## config.mk

```make
export PLATFORM = sky130hd
export DESIGN_NAME = e1tx_framer
export DESIGN_NICKNAME = d
export VERILOG_FILES = /design/src/rtl/e1tx_pkg.sv /design/src/rtl/e1tx_position.sv /design/src/rtl/e1tx_sig_regs.sv /design/src/rtl/e1tx_ovh_byte.sv /design/src/rtl/e1tx_pay_fetch.sv /design/src/rtl/e1tx_framer.sv
export SDC_FILE = /design/constraint.sdc
export NUM_CORES = 1
export LEC_CHECK = 0
export ABC_AREA = 1
export BUFFER_PORTS_ARGS = -buffer_cell sky130_fd_sc_hd__buf_4
export CAP_MARGIN = 20
export CORE_ASPECT_RATIO = 1.25
export CORE_MARGIN = 3
export CORE_UTILIZATION = 51
export DETAILED_ROUTE_END_ITERATION = 6
export GPL_ROUTABILITY_DRIVEN = 0
export PLACE_DENSITY = 0.68
export SETUP_SLACK_MARGIN = 0.3
export SLEW_MARGIN = 20
export SYNTH_ARGS = -nofsm -noshare
export SYNTH_HDL_FRONTEND = slang
export SYNTH_SLANG_ARGS = --single-unit
export TNS_END_PERCENT = 20
```

## constraint.sdc

```tcl
create_clock -name clk -period 4.78 [get_ports clk]
set_clock_uncertainty 0.1 [all_clocks]
set_input_delay 0.478 -clock clk [delete_from_list [all_inputs] [get_ports clk]]
set_output_delay 0.478 -clock clk [all_outputs]
set_load 0.05 [all_outputs]
```

## src/rtl/e1tx_pkg.sv

```systemverilog
package e1tx_pkg;

    localparam int NUM_SLOTS     = 32;
    localparam int BITS_PER_SLOT = 8;
    localparam int FRAMES_PER_MF = 16;
    localparam int NUM_CHANNELS  = 30;
    localparam int SIG_W         = 4;

    localparam int SLOT_W  = $clog2(NUM_SLOTS);
    localparam int BIT_W   = $clog2(BITS_PER_SLOT);
    localparam int FRAME_W = $clog2(FRAMES_PER_MF);
    localparam int CHAN_W  = $clog2(NUM_CHANNELS + 1);
    localparam int HALF_CH = NUM_CHANNELS / 2;

    localparam int FAS_SLOT = 0;
    localparam int SIG_SLOT = NUM_SLOTS / 2;

    localparam logic [BITS_PER_SLOT-2:0] ALIGN_WORD = 7'b0011011;

    typedef struct packed {
        logic [FRAME_W-1:0] frame;
        logic [SLOT_W-1:0]  slot;
        logic [BIT_W-1:0]   bitn;
    } pos_t;

    function automatic logic slot_is_payload(input logic [SLOT_W-1:0] s);
        return (s != SLOT_W'(FAS_SLOT)) && (s != SLOT_W'(SIG_SLOT));
    endfunction

endpackage

```

## src/rtl/e1tx_position.sv

```systemverilog
module e1tx_position
    import e1tx_pkg::*;
(
    input  logic clk,
    input  logic rst_n,
    input  logic bit_en,
    output pos_t pos
);

    localparam logic [BIT_W-1:0]   LAST_BIT   = BIT_W'(BITS_PER_SLOT - 1);
    localparam logic [SLOT_W-1:0]  LAST_SLOT  = SLOT_W'(NUM_SLOTS - 1);
    localparam logic [FRAME_W-1:0] LAST_FRAME = FRAME_W'(FRAMES_PER_MF - 1);

    typedef struct packed {
        pos_t p;
    } st_t;

    st_t st_d, st_q;

    always_comb begin
        st_d = st_q;
        if (bit_en) begin
            if (st_q.p.bitn == LAST_BIT) begin
                st_d.p.bitn = '0;
                if (st_q.p.slot == LAST_SLOT) begin
                    st_d.p.slot  = '0;
                    st_d.p.frame = (st_q.p.frame == LAST_FRAME) ? '0 : st_q.p.frame + 1'b1;
                end else begin
                    st_d.p.slot = st_q.p.slot + 1'b1;
                end
            end else begin
                st_d.p.bitn = st_q.p.bitn + 1'b1;
            end
        end
    end

    always_ff @(posedge clk) begin
        if (!rst_n) st_q <= '0;
        else        st_q <= st_d;
    end

    assign pos = st_q.p;

    // position frozen while the enable is low
    a_r2_pos_hold: assert property (@(posedge clk) disable iff (!rst_n)
        !bit_en |=> $stable(st_q));

    // the last bit of frame 15 wraps to the multiframe start
    a_r3_mf_wrap: assert property (@(posedge clk) disable iff (!rst_n)
        (bit_en && st_q.p.frame == LAST_FRAME && st_q.p.slot == LAST_SLOT &&
         st_q.p.bitn == LAST_BIT) |=> (st_q == '0));

endmodule

```

## src/rtl/e1tx_sig_regs.sv

```systemverilog
module e1tx_sig_regs
    import e1tx_pkg::*;
#(
    parameter logic [SIG_W-1:0] SIG_RESET = 4'b1101
) (
    input  logic               clk,
    input  logic               rst_n,
    input  logic               wr_en,
    input  logic [CHAN_W-1:0]  wr_chan,
    input  logic [SIG_W-1:0]   wr_data,
    input  logic [FRAME_W-1:0] rd_frame,
    output logic [SIG_W-1:0]   rd_lo,
    output logic [SIG_W-1:0]   rd_hi
);

    logic [NUM_CHANNELS*SIG_W-1:0] words;

    for (genvar ch = 1; ch <= NUM_CHANNELS; ch++) begin : g_chan
        typedef struct packed {
            logic [SIG_W-1:0] word;
        } cst_t;

        cst_t c_d, c_q;

        always_comb begin
            c_d = c_q;
            if (wr_en && wr_chan == CHAN_W'(ch)) c_d.word = wr_data;
        end

        always_ff @(posedge clk) begin
            if (!rst_n) c_q.word <= SIG_RESET;
            else        c_q      <= c_d;
        end

        assign words[(ch-1)*SIG_W +: SIG_W] = c_q.word;
    end

    logic [CHAN_W-1:0] lo_idx, hi_idx;

    always_comb begin
        lo_idx = (rd_frame == '0) ? '0 : CHAN_W'(rd_frame - 1'b1);
        hi_idx = lo_idx + CHAN_W'(HALF_CH);
        rd_lo  = words[lo_idx*SIG_W +: SIG_W];
        rd_hi  = words[hi_idx*SIG_W +: SIG_W];
    end

    // writes to channel 0 or above the last channel leave every word unchanged
    a_r9_bad_chan_ignored: assert property (@(posedge clk) disable iff (!rst_n)
        (wr_en && (wr_chan == '0 || wr_chan > CHAN_W'(NUM_CHANNELS))) |=> $stable(words));

    // without a write nothing moves
    a_r9_hold_no_write: assert property (@(posedge clk) disable iff (!rst_n)
        !wr_en |=> $stable(words));

endmodule

```

## src/rtl/e1tx_ovh_byte.sv

```systemverilog
module e1tx_ovh_byte
    import e1tx_pkg::*;
(
    input  logic [FRAME_W-1:0]       frame,
    input  logic                     is_sig_slot,
    input  logic                     crc_bit,
    input  logic                     rai_alarm,
    input  logic                     aux_alarm,
    input  logic                     mf_alarm,
    input  logic [SIG_W-1:0]         sig_lo,
    input  logic [SIG_W-1:0]         sig_hi,
    output logic [BITS_PER_SLOT-1:0] ovh
);

    logic [BITS_PER_SLOT-1:0] ts0_even, ts0_odd, ts16_mf, ts16_sig;

    always_comb begin
        ts0_even = {crc_bit, ALIGN_WORD};
        ts0_odd  = {crc_bit, 1'b1, rai_alarm, 1'b1, 1'b1, aux_alarm, 1'b1, 1'b1};
        ts16_mf  = {4'b0000, 1'b1, mf_alarm, 1'b1, 1'b1};
        ts16_sig = {sig_lo, sig_hi};

        if (is_sig_slot) ovh = (frame == '0) ? ts16_mf : ts16_sig;
        else             ovh = frame[0] ? ts0_odd : ts0_even;
    end

endmodule

```

## src/rtl/e1tx_pay_fetch.sv

```systemverilog
module e1tx_pay_fetch
    import e1tx_pkg::*;
#(
    parameter logic [BITS_PER_SLOT-1:0] IDLE_BYTE = 8'hFF
) (
    input  logic                     clk,
    input  logic                     rst_n,
    input  logic                     bit_en,
    input  pos_t                     pos,
    input  logic                     pay_valid,
    input  logic [BITS_PER_SLOT-1:0] pay_data,
    output logic                     pay_req,
    output logic [SLOT_W-1:0]        pay_slot,
    output logic [BITS_PER_SLOT-1:0] cur_byte
);

    localparam logic [BIT_W-1:0]  LAST_BIT  = BIT_W'(BITS_PER_SLOT - 1);
    localparam logic [SLOT_W-1:0] LAST_SLOT = SLOT_W'(NUM_SLOTS - 1);

    typedef struct packed {
        logic [BITS_PER_SLOT-1:0] nxt;
        logic [BITS_PER_SLOT-1:0] cur;
    } st_t;

    st_t st_d, st_q;

    always_comb begin
        pay_slot = (pos.slot == LAST_SLOT) ? '0 : pos.slot + 1'b1;
        pay_req  = bit_en && (pos.bitn == '0) && slot_is_payload(pay_slot);

        st_d = st_q;
        if (pay_req) st_d.nxt = pay_valid ? pay_data : IDLE_BYTE;
        if (bit_en && pos.bitn == LAST_BIT) st_d.cur = st_q.nxt;
    end

    always_ff @(posedge clk) begin
        if (!rst_n) begin
            st_q.nxt <= IDLE_BYTE;
            st_q.cur <= IDLE_BYTE;
        end else begin
            st_q <= st_d;
        end
    end

    assign cur_byte = st_q.cur;

    // an unanswered request stores the idle fill
    a_r11_idle_fill: assert property (@(posedge clk) disable iff (!rst_n)
        (pay_req && !pay_valid) |=> (st_q.nxt == IDLE_BYTE));

    // an answered request stores the offered byte
    a_r11_take_data: assert property (@(posedge clk) disable iff (!rst_n)
        (pay_req && pay_valid) |=> (st_q.nxt == $past(pay_data)));

    // requests never come in consecutive cycles
    a_r10_single_pulse: assert property (@(posedge clk) disable iff (!rst_n)
        pay_req |=> !pay_req);

endmodule

```

## src/rtl/e1tx_framer.sv

```systemverilog
module e1tx_framer
    import e1tx_pkg::*;
#(
    parameter logic [SIG_W-1:0]         SIG_RESET = 4'b1101,
    parameter logic [BITS_PER_SLOT-1:0] IDLE_BYTE = 8'hFF
) (
    input  logic                     clk,
    input  logic                     rst_n,
    input  logic                     bit_en,
    input  logic                     crc_bit,
    input  logic                     rai_alarm,
    input  logic                     aux_alarm,
    input  logic                     mf_alarm,
    input  logic                     sig_wr,
    input  logic [CHAN_W-1:0]        sig_chan,
    input  logic [SIG_W-1:0]         sig_data,
    output logic                     pay_req,
    output logic [SLOT_W-1:0]        pay_slot,
    input  logic                     pay_valid,
    input  logic [BITS_PER_SLOT-1:0] pay_data,
    output logic                     line_out,
    output logic                     frame_start,
    output logic                     mf_start
);

    localparam logic [SLOT_W-1:0] FAS_S = SLOT_W'(FAS_SLOT);
    localparam logic [SLOT_W-1:0] SIG_S = SLOT_W'(SIG_SLOT);
    localparam logic [BIT_W-1:0]  MSB_I = BIT_W'(BITS_PER_SLOT - 1);

    pos_t                     pos;
    logic [SIG_W-1:0]         sig_lo, sig_hi;
    logic [BITS_PER_SLOT-1:0] ovh, cur_byte, tx_byte;
    logic                     tx_bit, at_fas, at_overhead;

    e1tx_position u_pos (
        .clk    (clk),
        .rst_n  (rst_n),
        .bit_en (bit_en),
        .pos    (pos)
    );

    e1tx_sig_regs #(.SIG_RESET(SIG_RESET)) u_sig (
        .clk      (clk),
        .rst_n    (rst_n),
        .wr_en    (sig_wr),
        .wr_chan  (sig_chan),
        .wr_data  (sig_data),
        .rd_frame (pos.frame),
        .rd_lo    (sig_lo),
        .rd_hi    (sig_hi)
    );

    e1tx_ovh_byte u_ovh (
        .frame       (pos.frame),
        .is_sig_slot (pos.slot == SIG_S),
        .crc_bit     (crc_bit),
        .rai_alarm   (rai_alarm),
        .aux_alarm   (aux_alarm),
        .mf_alarm    (mf_alarm),
        .sig_lo      (sig_lo),
        .sig_hi      (sig_hi),
        .ovh         (ovh)
    );

    e1tx_pay_fetch #(.IDLE_BYTE(IDLE_BYTE)) u_pay (
        .clk       (clk),
        .rst_n     (rst_n),
        .bit_en    (bit_en),
        .pos       (pos),
        .pay_valid (pay_valid),
        .pay_data  (pay_data),
        .pay_req   (pay_req),
        .pay_slot  (pay_slot),
        .cur_byte  (cur_byte)
    );

    typedef struct packed {
        logic line;
        logic fs;
        logic ms;
    } out_t;

    out_t out_d, out_q;

    always_comb begin
        at_overhead = (pos.slot == FAS_S) || (pos.slot == SIG_S);
        at_fas      = (pos.slot == FAS_S) && (pos.bitn == '0);
        tx_byte     = at_overhead ? ovh : cur_byte;
        tx_bit      = tx_byte[MSB_I - pos.bitn];

        out_d = out_q;
        if (bit_en) begin
            out_d.line = tx_bit;
            out_d.fs   = at_fas;
            out_d.ms   = at_fas && (pos.frame == '0);
        end
    end

    always_ff @(posedge clk) begin
        if (!rst_n) out_q <= '0;
        else        out_q <= out_d;
    end

    assign line_out    = out_q.line;
    assign frame_start = out_q.fs;
    assign mf_start    = out_q.ms;

    // check bit passes straight to bit 1 of timeslot 0
    a_r6_crc_passthru: assert property (@(posedge clk) disable iff (!rst_n)
        (bit_en && pos.slot == FAS_S && pos.bitn == '0) |=> (line_out == $past(crc_bit)));

    // a multiframe strobe only appears inside a frame strobe
    a_r3_mf_within_frame: assert property (@(posedge clk) disable iff (!rst_n)
        mf_start |-> frame_start);

    // fill positions of odd frames are ones
    a_r5_odd_fill_ones: assert property (@(posedge clk) disable iff (!rst_n)
        (bit_en && pos.slot == FAS_S && pos.frame[0] &&
         (pos.bitn == 3'd1 || pos.bitn == 3'd3 || pos.bitn == 3'd4 ||
          pos.bitn == 3'd6 || pos.bitn == 3'd7)) |=> line_out);

    // multiframe word is four zeros
    a_r7_mf_word_zero: assert property (@(posedge clk) disable iff (!rst_n)
        (bit_en && pos.slot == SIG_S && pos.frame == '0 && pos.bitn < 3'd4) |=> !line_out);

    // outputs hold without an enable
    a_r2_out_hold: assert property (@(posedge clk) disable iff (!rst_n)
        !bit_en |=> ($stable(line_out) && $stable(frame_start) && $stable(mf_start)));

endmodule

```

==> run metrics <==
HPWL after DPL=around 19000 um; Synth Net Count=1454; minimum clock period=~3.9 ns; Post-Route WL=28800 um; power per cell area=296 nW/um^2; Hold Startpoint=pay_data[5]; post_cts resized=0; Fillers=1733; register bit count reported by yosys=151; io pins=35; cells on worst reg2reg path=18; Die Ht=154 um; DR DRC count=17; routed via count=approximately 9.4k; cell row count=53; Final ANT Viol Nets=0; Initial DRC Count=just over 1k; number of max-cap violations=0; fmax=256 MHz; CP arrival=4.19 ns; Main synth FF type=dfxtp_1; setup TNS=0 ns; reg2reg setup slack=0.88 ns; Leakage=around 0.0046 uW; nets=between 1k and 1.5k; final setup fails=0; commonest cells after routing, fill and taps aside=nand2_1, nand3_1, inv_1; critical path endpoint=line_out; drt wl/cell=17.7 um; CP max FO=47; Clock Tree Buf Depth=2; Post-Synthesis Cells=1417; global-route wire length before repair=46100 um; die area=between 15000 and 20000 sq um; Area growth, synth to finish=8.68%; final core occ=57.2%; Critical Path RT=5.07 ns; RSZ-0062 raised after global routing=false; number of global-route vias before repair=8955; met3 Track Usage GR=4.73%; Critical R2R Launch=u_pos.pos[8]; Max VDD drop=0.249 mV; CP startpoint=u_pos.pos[8]; share of the synthesized area in the top cell type=between 30% and 40%; Async S/R FF share, synth=0%; Hold Fails Final Rpt=0; Post-Synthesis Cell Area=between 8000 and 9000 sq um; total gr overflow=0; leading area contributor after synthesis=dfxtp_1; endpoint type of the worst setup path=flip-flop; ant diodes=0; global routing met1 resource utilization=35.5%; die width=124 um; layout cell share with drive strength beyond 1=6.75%; hold_buf cts=0; Core Area=17000 sq um; Multi-input gate area=4790 sq um; grt peak-use layer=met2; CP startpoint kind=flip-flop; largest cells by area after synthesis=dfxtp_1, nand3_1, nand2_1; CTS tree=yes; clk sink count=151; CTS clk-pin slew, worst paths=0.07 ns; Sequential Area=3020 sq um; Post-CTS Setup Bufs=0; gr usage total=between 20 and 30%; Port Buf Inserts=34; status=complete, but fails checks; largest net degree at the start of global routing=98; met2 Usage GRT=50.2%; router iterations before antenna repair=7; Slew Limit Fails=0; EDFF count, synth=0; Worst Hold Class=in2reg; syn avg cell area=6.31 sq um; WS Path Type=reg2reg; CTS Root Cell=clkbuf_16; Yosys cell types=31; Max-slew headroom=slightly below 30%; CTS Buf Count=17; sequential element share of the synthesized area=about a third; H-tree Lvls=4; Worst Max-Slew Pin Slew=1.06 ns; Final period util=slightly above 80%; Clk Latency, worst-skew pair=0.44 ns; failing checks=design-rule violations; Via density=between 5 and 6; Reg2Reg Capture Point=line_out; initial antenna violation count=0; most common cell after layout, fill and taps aside=nand2_1; Ys Warns=0; initial core utilization=52.6%
-- per-layer routing --
metal	vias to the layer above	part of all wire, %
met3	115	6.1
li1	4613	-
met5	-	0
met2	388	48
met1	4326	40
met4	0	5.6
-- layout make-up --
class | instances | share of cell area, %
inverter | 185 | 7.15
clock inverter | 12 | 1.46
sequential | 151 | 31.1
timing repair buffer | 43 | 3.32
multi-input combinational | 997 | 49.3
tap | 220 | 2.83
clock buffer | 20 | 4.80
-- critical path, stage by stage (launching register included) --
cell and delay, ns:
dfxtp_1 0.57, inv_2 0.09, ha_1 0.27, nand2_4 0.43, nand2_2 0.39, ha_1 0.45, buf_4 0.38, nand3_1 0.22
nand3_1 0.13, nand3_1 0.09, nand3_1 0.12, nand3_1 0.07, a21oi_1 0.14, nand2_1 0.07, nand2_1 0.10, nand2_1 0.06
nand3_1 0.07, nand2_1 0.05, inv_1 0.04
-- Yosys cell counts, types with 2 or more instances --
| library cell | n |
|---|---|
| a211oi_1 | 2 |
| buf_4 | 5 |
| nor3_1 | 5 |
| nand2_1 | 329 |
| o22ai_1 | 2 |
| clkbuf_1 | 40 |
| o21ai_2 | 2 |
| o21ai_0 | 91 |
| nand2_2 | 6 |
| buf_6 | 9 |
| nand4_1 | 4 |
| nand3_1 | 281 |
| nor2_2 | 2 |
| a21oi_2 | 2 |
| inv_2 | 4 |
| buf_1 | 7 |
| o21ai_1 | 3 |
| dfxtp_1 | 151 |
| nor2_1 | 81 |
| nand3b_1 | 24 |
| ha_1 | 11 |
| nand2_4 | 2 |
| buf_2 | 23 |
| inv_1 | 181 |
| o211ai_1 | 39 |
| nand3_2 | 2 |
| a21oi_1 | 105 |
-- where the power goes --
part           internal, uW  leakage (uW)  total, uW  switching [uW]
registers              1280       0.00123       1300            16.3
logic                  55.0       0.00312        183             128
clock network           817      0.000294       1400             580
-- state kept, by name, summed over array words and instances (netlist names) --
| signal | count |
|---|---|
| u_sig.g_chan.c_q | 120 |
| u_pos.pos | 12 |
| u_pay.cur_byte | 8 |
| u_pay.st_q | 8 |
| frame_start | 1 |
| line_out | 1 |
| mf_start | 1 |
-- cell families after synthesis --
family / count (synthesis) / synth area share (%)
and+or+nand+nor: 736 / 36.6
DFF: 151 / 33.8
buffers and inverters: 269 / 12.6
AOI/OAI and AO/OA: 250 / 15.5
adders and majority gates: 11 / 1.54
-- worst min-delay path by stage --
stage | end | slack (ns) | cells after the start
global placement | u_pay.cur_byte[6] | 0.34 | 2
detailed placement | u_pay.cur_byte[6] | 0.34 | 2
finish | u_pay.st_q[13] | 0.15 | 3
CTS | u_pay.st_q[15] | 0.14 | 3
global route | u_pay.st_q[15] | 0.17 | 3
floorplan | u_pay.cur_byte[0] | 0.33 | 2
-- metrics by stage --
step / total power, uW / instances / cell area [sq um] / setup slack, ns / hold slack, ns
after floorplan: 1440 / 1417 / 8940 / 1.34 / 0.329
after global placement: 1510 / 1596 / 9100 / 1.06 / 0.337
after detailed placement: 1510 / 1596 / 9100 / 0.981 / 0.345
after CTS: 2890 / 1628 / 9710 / 0.974 / 0.144
after global routing: 2970 / 1628 / 9710 / 0.522 / 0.171
final: 2880 / 1628 / 9710 / 0.881 / 0.150
Power figures use the tool's default switching activity.
